$ cat src/rtl/msr_pkg.sv
package msr_pkg;
  localparam int BYTE_W    = 8;
  localparam int B_IM      = 0;
  localparam int B_RES     = 1;
  localparam int B_BUSOFF  = 2;
  localparam int B_RXWARN  = 3;
  localparam int B_TXWARN  = 4;
  localparam int B_TXDONE  = 5;
  localparam int B_RXACT   = 6;
  localparam int B_ADE     = 7;

  typedef struct packed {
    logic rx_act;
    logic tx_done;
    logic tx_warn;
    logic rx_warn;
    logic bus_off;
  } stat_t;
endpackage

$ cat src/rtl/msr_addr_ptr.sv
module msr_addr_ptr #(
  parameter int ADDR_W = 8
) (
  input  logic              clk,
  input  logic              rst,
  input  logic              load,
  input  logic [ADDR_W-1:0] load_val,
  input  logic              access,
  input  logic              dec_en,
  output logic [ADDR_W-1:0] ptr
);
  localparam logic [ADDR_W-1:0] STEP = ADDR_W'(1);

  always_ff @(posedge clk) begin
    if (rst)
      ptr <= '0;
    else if (load)
      ptr <= load_val;
    else if (access && dec_en)
      ptr <= ptr - STEP;
  end

  p_dec_r11: assert property (@(posedge clk) disable iff (rst)
    (access && dec_en && !load) |=> (ptr == $past(ptr) - STEP));
  p_hold_r10: assert property (@(posedge clk) disable iff (rst)
    (!load && !(access && dec_en)) |=> $stable(ptr));
endmodule

$ cat src/rtl/msr_status.sv
module msr_status
  import msr_pkg::*;
#(
  parameter int CNT_W      = 8,
  parameter int WARN_LIMIT = 96
) (
  input  logic             clk,
  input  logic             rst,
  input  logic [CNT_W-1:0] rec,
  input  logic [CNT_W-1:0] tec,
  input  logic             bus_off,
  input  logic             tx_done,
  input  logic             rx_active,
  output stat_t            stat
);
  localparam logic [CNT_W-1:0] LIMIT = CNT_W'(WARN_LIMIT);

  always_ff @(posedge clk) begin
    if (rst) begin
      stat <= '0;
    end else begin
      stat.rx_warn <= (rec >= LIMIT);
      stat.tx_warn <= (tec >= LIMIT);
      stat.bus_off <= bus_off;
      stat.tx_done <= tx_done;
      stat.rx_act  <= rx_active;
    end
  end

  p_rxwarn_r7: assert property (@(posedge clk) disable iff (rst)
    (rec < LIMIT) |=> !stat.rx_warn);
  p_txwarn_r8: assert property (@(posedge clk) disable iff (rst)
    (tec < LIMIT) |=> !stat.tx_warn);
endmodule

$ cat src/rtl/msr_ctrl.sv
module msr_ctrl
  import msr_pkg::*;
#(
  parameter int ADDR_W    = 8,
  parameter int CFG_BASE  = 4,
  parameter int CFG_COUNT = 4
) (
  input  logic              clk,
  input  logic              rst,
  input  logic              wr_hit,
  input  logic              wr_any,
  input  logic [ADDR_W-1:0] ptr,
  input  logic [BYTE_W-1:0] wdata,
  output logic              im_q,
  output logic              ade_q,
  output logic              soft_p,
  output logic              hard_p,
  output logic              cfg_we,
  output logic [ADDR_W-1:0] cfg_addr,
  output logic [BYTE_W-1:0] cfg_wdata
);
  logic [CFG_COUNT-1:0] cfg_match;
  logic                 in_cfg;

  for (genvar i = 0; i < CFG_COUNT; i++) begin : g_cfg_match
    assign cfg_match[i] = (ptr == ADDR_W'(CFG_BASE + i));
  end
  assign in_cfg = |cfg_match;

  always_ff @(posedge clk) begin
    if (rst) begin
      im_q   <= 1'b0;
      ade_q  <= 1'b0;
      soft_p <= 1'b0;
      hard_p <= 1'b0;
    end else begin
      soft_p <= 1'b0;
      hard_p <= 1'b0;
      if (wr_hit) begin
        if (wdata[B_RES]) begin
          if (wdata[B_IM]) begin
            hard_p <= 1'b1;
            im_q   <= 1'b0;
            ade_q  <= 1'b0;
          end else begin
            soft_p <= 1'b1;
          end
        end else begin
          im_q  <= wdata[B_IM];
          ade_q <= wdata[B_ADE];
        end
      end
    end
  end

  always_ff @(posedge clk) begin
    if (rst) begin
      cfg_we    <= 1'b0;
      cfg_addr  <= '0;
      cfg_wdata <= '0;
    end else begin
      cfg_we <= wr_any && in_cfg && im_q;
      if (wr_any && in_cfg && im_q) begin
        cfg_addr  <= ptr;
        cfg_wdata <= wdata;
      end
    end
  end

  p_write_store_r3: assert property (@(posedge clk) disable iff (rst)
    (wr_hit && !wdata[B_RES]) |=> (im_q == $past(wdata[B_IM]) && ade_q == $past(wdata[B_ADE])));
  p_cfg_gate_r4: assert property (@(posedge clk) disable iff (rst)
    cfg_we |-> $past(im_q));
  p_soft_keep_r5: assert property (@(posedge clk) disable iff (rst)
    (wr_hit && wdata[B_RES] && !wdata[B_IM]) |=> (soft_p && $stable(im_q) && $stable(ade_q)));
  p_hard_clear_r6: assert property (@(posedge clk) disable iff (rst)
    hard_p |-> (!im_q && !ade_q));
  p_pulse_excl_r6: assert property (@(posedge clk) disable iff (rst)
    !(soft_p && hard_p));
  p_pulse_once_r5: assert property (@(posedge clk) disable iff (rst)
    soft_p |=> !soft_p);
endmodule

$ cat src/rtl/can_mode_status.sv
module can_mode_status
  import msr_pkg::*;
#(
  parameter int ADDR_W     = 8,
  parameter int CNT_W      = 8,
  parameter int MSR_ADDR   = 16,
  parameter int CFG_BASE   = 4,
  parameter int CFG_COUNT  = 4,
  parameter int WARN_LIMIT = 96
) (
  input  logic              clk,
  input  logic              rst,
  input  logic              ptr_load,
  input  logic [ADDR_W-1:0] ptr_in,
  input  logic              acc_strobe,
  input  logic              acc_wr,
  input  logic [7:0]        wdata,
  input  logic [CNT_W-1:0]  rx_err_cnt,
  input  logic [CNT_W-1:0]  tx_err_cnt,
  input  logic              bus_off,
  input  logic              tx_done,
  input  logic              rx_active,
  output logic [7:0]        msr_byte,
  output logic [ADDR_W-1:0] ptr_q,
  output logic              cfg_access_en,
  output logic              cfg_we,
  output logic [ADDR_W-1:0] cfg_addr,
  output logic [7:0]        cfg_wdata,
  output logic              soft_rst_p,
  output logic              hard_rst_p
);
  localparam logic [ADDR_W-1:0] MSR_A = ADDR_W'(MSR_ADDR);

  stat_t stat;
  logic  im_q, ade_q, wr_any, wr_hit;

  assign wr_any = acc_strobe && acc_wr && !ptr_load;
  assign wr_hit = wr_any && (ptr_q == MSR_A);

  msr_addr_ptr #(.ADDR_W(ADDR_W)) u_ptr (
    .clk(clk), .rst(rst), .load(ptr_load), .load_val(ptr_in),
    .access(acc_strobe), .dec_en(ade_q), .ptr(ptr_q)
  );

  msr_status #(.CNT_W(CNT_W), .WARN_LIMIT(WARN_LIMIT)) u_stat (
    .clk(clk), .rst(rst), .rec(rx_err_cnt), .tec(tx_err_cnt),
    .bus_off(bus_off), .tx_done(tx_done), .rx_active(rx_active), .stat(stat)
  );

  msr_ctrl #(.ADDR_W(ADDR_W), .CFG_BASE(CFG_BASE), .CFG_COUNT(CFG_COUNT)) u_ctrl (
    .clk(clk), .rst(rst), .wr_hit(wr_hit), .wr_any(wr_any), .ptr(ptr_q),
    .wdata(wdata), .im_q(im_q), .ade_q(ade_q), .soft_p(soft_rst_p),
    .hard_p(hard_rst_p), .cfg_we(cfg_we), .cfg_addr(cfg_addr), .cfg_wdata(cfg_wdata)
  );

  always_comb begin
    msr_byte           = '0;
    msr_byte[B_IM]     = im_q;
    msr_byte[B_RES]    = 1'b0;
    msr_byte[B_BUSOFF] = stat.bus_off;
    msr_byte[B_RXWARN] = stat.rx_warn;
    msr_byte[B_TXWARN] = stat.tx_warn;
    msr_byte[B_TXDONE] = stat.tx_done;
    msr_byte[B_RXACT]  = stat.rx_act;
    msr_byte[B_ADE]    = ade_q;
  end

  assign cfg_access_en = im_q;

  p_res_zero_r2: assert property (@(posedge clk) disable iff (rst)
    !msr_byte[B_RES]);
  p_cfg_en_r4: assert property (@(posedge clk) disable iff (rst)
    cfg_access_en == msr_byte[B_IM]);
endmodule

$ cat config.mk
export PLATFORM = sky130hd
export DESIGN_NAME = can_mode_status
export DESIGN_NICKNAME = d
export VERILOG_FILES = /design/src/rtl/msr_pkg.sv /design/src/rtl/msr_addr_ptr.sv /design/src/rtl/msr_status.sv /design/src/rtl/msr_ctrl.sv /design/src/rtl/can_mode_status.sv
export SDC_FILE = /design/constraint.sdc
export NUM_CORES = 1
export LEC_CHECK = 0
export BUFFER_PORTS_ARGS = -buffer_cell sky130_fd_sc_hd__buf_2
export CAP_MARGIN = 15
export CELL_PAD_IN_SITES_DETAIL_PLACEMENT = 1
export CELL_PAD_IN_SITES_GLOBAL_PLACEMENT = 1
export CORE_AREA = 2 2 88 56
export DETAILED_ROUTE_END_ITERATION = 16
export DIE_AREA = 0 0 90 58
export GPL_ROUTABILITY_DRIVEN = 1
export HOLD_SLACK_MARGIN = 0.06
export PLACE_DENSITY_LB_ADDON = 0.12
export SLEW_MARGIN = 5
export SYNTH_ARGS = -nofsm -noshare
export SYNTH_HDL_FRONTEND = slang
export SYNTH_HIERARCHICAL = 1
export SYNTH_SLANG_ARGS = --single-unit
$ cat constraint.sdc
create_clock -name clk -period 3.1 [get_ports clk]
set_input_delay 0.62 -clock clk [delete_from_list [all_inputs] [get_ports clk]]
set_output_delay 0.62 -clock clk [all_outputs]
set_load 0.005 [all_outputs]
---- Yosys cells after proc, flatten, opt, wreduce, memory -nomap -nowiden ----
Cells that the tools add are included.
word-level totals
  logic and storage cells ................. 42
  input port bits ......................... 40
  register bits ........................... 34
  output and inout port bits .............. 36
operators by class
  eq/ne operators ......................... 6
  bitwise operators ....................... 2
  reductions and logical operators ........ 11
  $add $sub $neg .......................... 1
  magnitude comparators ................... 2
  multiplexer cells ....................... 7
operators with widths
  kind                                                               count
  == test 8 x 3 -> 1 bit, second input constant                      4
  greater-or-equal comparator 8 x 7 -> 1 bit, second input constant  2
  two-way mux 8 bit                                                  2
  == test 8 x 5 -> 1 bit, second input constant                      1
  subtractor 8 x 1 -> 8 bit, second input constant                   1
  logical AND 1 bit                                                  6
  two-way mux 1 bit                                                  5
  OR reduction 4 bit                                                 1
  OR reduction 3 bit                                                 1
  != test 2 bit, second input constant                               1
  inverter 1 bit                                                     2
  AND reduction 2 bit                                                1
  nonzero test 2 bit                                                 1
  zero test 1 bit                                                    1

---- Logic depth before layout (Yosys ltp) ----
  depth in word-level cells ............... 5
  mapped depth ............................ 5
  mapped depth without buffers ............ 5

---- Modules after synthesis ----
The synthesis kept the hierarchy.
by module, submodules not included
  module           cells each  area an instance (µm²)  times used
  msr_ctrl         77          820.8                   1
  msr_addr_ptr     53          447.9                   1
  msr_status       12          136.4                   1
  can_mode_status  8           62.6                    1

---- Worst setup path before layout ----
OpenSTA, ideal clock, no wires.
  path type ............................... input to register
  start point ............................. input port ptr_load
  end point ............................... register u_ctrl.cfg_addr[0]
  stages on the path ...................... 5
  path buffers ............................ 1
  arrival time ............................ 2142 ps
  library setup time ...................... 72 ps
  slack ................................... 887 ps
  cells stage by stage .................... and3b_1 -> or4b_4 -> nor4_4 -> buf_6 -> mux2i_1
on the way
  cells in the longest elaborated chain, start to end .. 4
RTL lines
  element                         RTL line               source
  start: declaration              can_mode_status.sv:13  input logic ptr_load,
  zero test 1 bit                 can_mode_status.sv:37  assign wr_any = acc_strobe && acc_wr && !ptr_load;
  logical AND 1 bit               can_mode_status.sv:37
  logical AND 1 bit (2 in a row)  msr_ctrl.sv:63         if (wr_any && in_cfg && im_q) begin
  end signal: assignment          msr_ctrl.sv:64         cfg_addr <= ptr;
  end: declaration                msr_ctrl.sv:19         output logic [ADDR_W-1:0] cfg_addr,
No other way between the ends.
A chain may end at the register's enable or synchronous reset.

---- Worst setup path after layout ----
  start point ............................. input port ptr_load
  end point ............................... register u_ctrl.cfg_wdata[7]
on the way
  cells in the longest elaborated chain, start to end .. 4
RTL lines
  element                         RTL line               source
  zero test 1 bit                 can_mode_status.sv:37
  logical AND 1 bit               can_mode_status.sv:37
  via wr_any                      can_mode_status.sv:35  logic im_q, ade_q, wr_any, wr_hit;
  logical AND 1 bit (2 in a row)  msr_ctrl.sv:63
  end signal: assignment          msr_ctrl.sv:65         cfg_wdata <= wdata;
  end: declaration                msr_ctrl.sv:20         output logic [BYTE_W-1:0] cfg_wdata
The timed path passes the listed nets, and every way through them passes these cells.

==> qor.csv <==
stage,metric,value,unit
floorplan,placementRows,19,
yosys,async_reset_ff_share,0,%
floorplan,dieWidth,90,um
route,drt_iter0_markers,39,
grt,overflow,0,
cts,post-cts-setup-buffers,0,
timing,finalCritPeriodShare,64.5,%
grt,grt_pass1_vias,1246,
floorplan,io_pins,76,
place,place_congestion,0.727,
cts,insertion_delay,0.27,ns
cells_and_area,drive_above_1_share,36.9,%
floorplan,initial_core_util,33.2,%
timing,slew_viol_final,0,
cells_and_area,areaGrowthSynthToFinish,29.8,%
yosys,synth_common_cells,"34 x dfxtp_1, 21 x nand2b_1, 10 x mux2i_1",
critical_path,end_kind,register,
critical_path,worstPathArrival,2.20,ns
timing,layout_setup_ws,1.10,ns
pwr,power_density,442,mW/mm^2
critical_path,startpoint_type,primary input,
cells_and_area,num-nets-final,255,
cts,numCtsBuffers,5,
cts,cts_tree,built,
critical_path,required,3.30,ns
pwr,p_leak,0.823,nW
route,post_drt_wl_per_cell,13.5,um
pwr,finalPower,843,uW
yosys,synth_top_area_cell,dfxtp_1,
cts,cts-htree-levels,2,
pwr,ir_worst_vdd,187,uV
floorplan,dieArea,0.00522,sq mm
critical_path,path_max_fanout,17,
yosys,syn_area,0.00147,sq mm
grt,grt_max_degree,32,
cts,postCtsHoldBufs,0,
critical_path,path_class,in -> reg,
place,hpwl,2.91,mm
route,drtAntennaViolNets,0,
timing,skew,0.00355,ns
place,pre_cts_slack,0.798,ns
yosys,ys.flop_type,dfxtp_1,
cts,clock_sinks,34,
timing,min_period,2.00,ns
critical_path,path_cells,"buf_2, and3b_1, or4b_4, nor4_4, buf_4, mux2i_1",
timing,hold_viol_final,0,
yosys,synth.most_common_cell,dfxtp_1,
critical_path,cp_slowest_cell,or4b_4,
grt,grt.total_usage,14.7,%
yosys,syn_inst,150,
cts,cts_max_path_buffers,2,
grt,antenna_found_initial,0,
critical_path,cpLargestDelayFamily,simple AND/OR/NAND/NOR gates,
yosys,seq_area_frac_synth,46.4,%
cells_and_area,n_fill_cell,542,
floorplan,die_h,58,um
timing,finalSetupViolCount,0,
cts,cts_root_buf,clkbuf_8,
yosys,syn-num-nets,191,
cts,clkTransAtPathRegs,0.06,ns
critical_path,crit_buf_inv,2,
cells_and_area,instances_no_fill,277,
yosys,yosysWarnings,6,
route,viasPerCell,4.64,
timing,tns,0,ns
hold_path,hp-class,reg -> reg,
place,io_buffers,64,
route,drcViolationCount,0,
yosys,ys_types,43,
status,status,"finished, final reports clean",
place,placedCellCount,270,
cells_and_area,n_antenna_cell,0,
route,dr_total_vias,1285,
run,cap_violations,0,
yosys,synth_edf_count,0,
grt,grt_pass1_wl,6.01,mm
route,first_pass_iters,3,
yosys,synth_top_area_share,46.4,%
cts,ctsResizeCount,0,
yosys,synth_seq_cells,34,
route,wirelength,3.73,mm
critical_path,slowest_delay,0.47,ns
floorplan,core_area,0.00442,sq mm
yosys,synth_area_per_cell,9.78,sq um
yosys,synthTopCellsByArea,"dfxtp_1 46%, nand2b_1 9.0%, mux2i_1 6.8%, nor3b_1 3.1%, nor2b_1 2.6%",
timing,fmaxAchievable,500,MHz
timing,rsz0062_at_grt,false,
## report_power, final
group / switching (mW) / internal, mW
registers: 0.0128 / 0.448
logic: 0.0401 / 0.0442
clock network: 0.143 / 0.154
## metal layers
| metal | track usage [%] | up-vias | share of wire [%] |
|---|---|---|---|
| met5 | 0 | - | 0 |
| met1 | 19.5 | 602 | 49 |
| met2 | 22.3 | 33 | 44 |
| met4 | 3.96 | 0 | 0.51 |
| met3 | 6.11 | 2 | 6.4 |
| li1 | - | 648 | - |
## area by class of cell
| class | count | area [sq um] | area share (%) |
|---|---|---|---|
| Tap cell | 63 | 78.8 | 4.14 |
| Inverter | 5 | 18.8 | 0.985 |
| Clock buffer | 7 | 76.3 | 4.01 |
| Timing Repair Buffer | 66 | 335 | 17.6 |
| Multi-Input combinational cell | 102 | 716 | 37.6 |
| Sequential cell | 34 | 681 | 35.7 |
## placed cells by master (no fill, tap or decap), drive strengths merged, types with 2 or more instances in the layout
cell    instances
nor4            2
clkbuf          7
nand2b         21
a21oi           6
nor2            7
inv             5
a311oi          4
or3             5
nor2b           6
buf            66
nor3b           6
o21ai           5
mux2i          10
nand2           7
dfxtp          34
## registers in the layout (all words and copies together) (netlist names)
name / count
u_ctrl/im_q: 1
u_ptr/ptr: 8
u_ctrl/hard_p: 1
u_ctrl/cfg_addr: 8
u_ctrl/soft_p: 1
u_ctrl/cfg_wdata: 8
u_ctrl/cfg_we: 1
u_ctrl/ade_q: 1
u_stat/stat: 5
## final timing paths
kind                                    from                          endpoint  slack (ns)  cells past startpoint
max                                 ptr_load  u_ctrl/cfg_wdata[7]$_SDFFE_PP0P_        1.10                      6
min reg2reg  u_ctrl/cfg_addr[4]$_SDFFE_PP0P_   u_ctrl/cfg_addr[4]$_SDFFE_PP0P_        0.47                      1
max reg2reg        u_ptr/ptr[3]$_SDFFE_PP0P_  u_ctrl/cfg_wdata[7]$_SDFFE_PP0P_        1.37                      4
min          u_ctrl/cfg_addr[4]$_SDFFE_PP0P_   u_ctrl/cfg_addr[4]$_SDFFE_PP0P_        0.47                      1
## metrics by stage
stage / cell area [sq um] / hold WS (ns) / utilization [%]
after floorplan: 1470 / 0.465 / -
final: 1910 / 0.470 / 43.1
after detailed placement: 1830 / 0.464 / 41.4
after CTS: 1910 / 0.473 / 43.1
after global placement: 1830 / 0.458 / 41.4
after global routing: 1910 / 0.482 / 43.1
## cells by family after synthesis
| logic type | Yosys count | share of synthesized area, % |
|---|---|---|
| simple gates | 65 | 29.0 |
| flops | 34 | 46.4 |
| other cells | 1 | 0.256 |
| xor+xnor | 1 | 0.597 |
| buf+inv | 14 | 4.86 |
| mux | 10 | 6.82 |
| fa+ha+maj | 1 | 0.852 |
| compound gates | 24 | 11.3 |
Note: power is estimated with default switching activity, not from simulation.
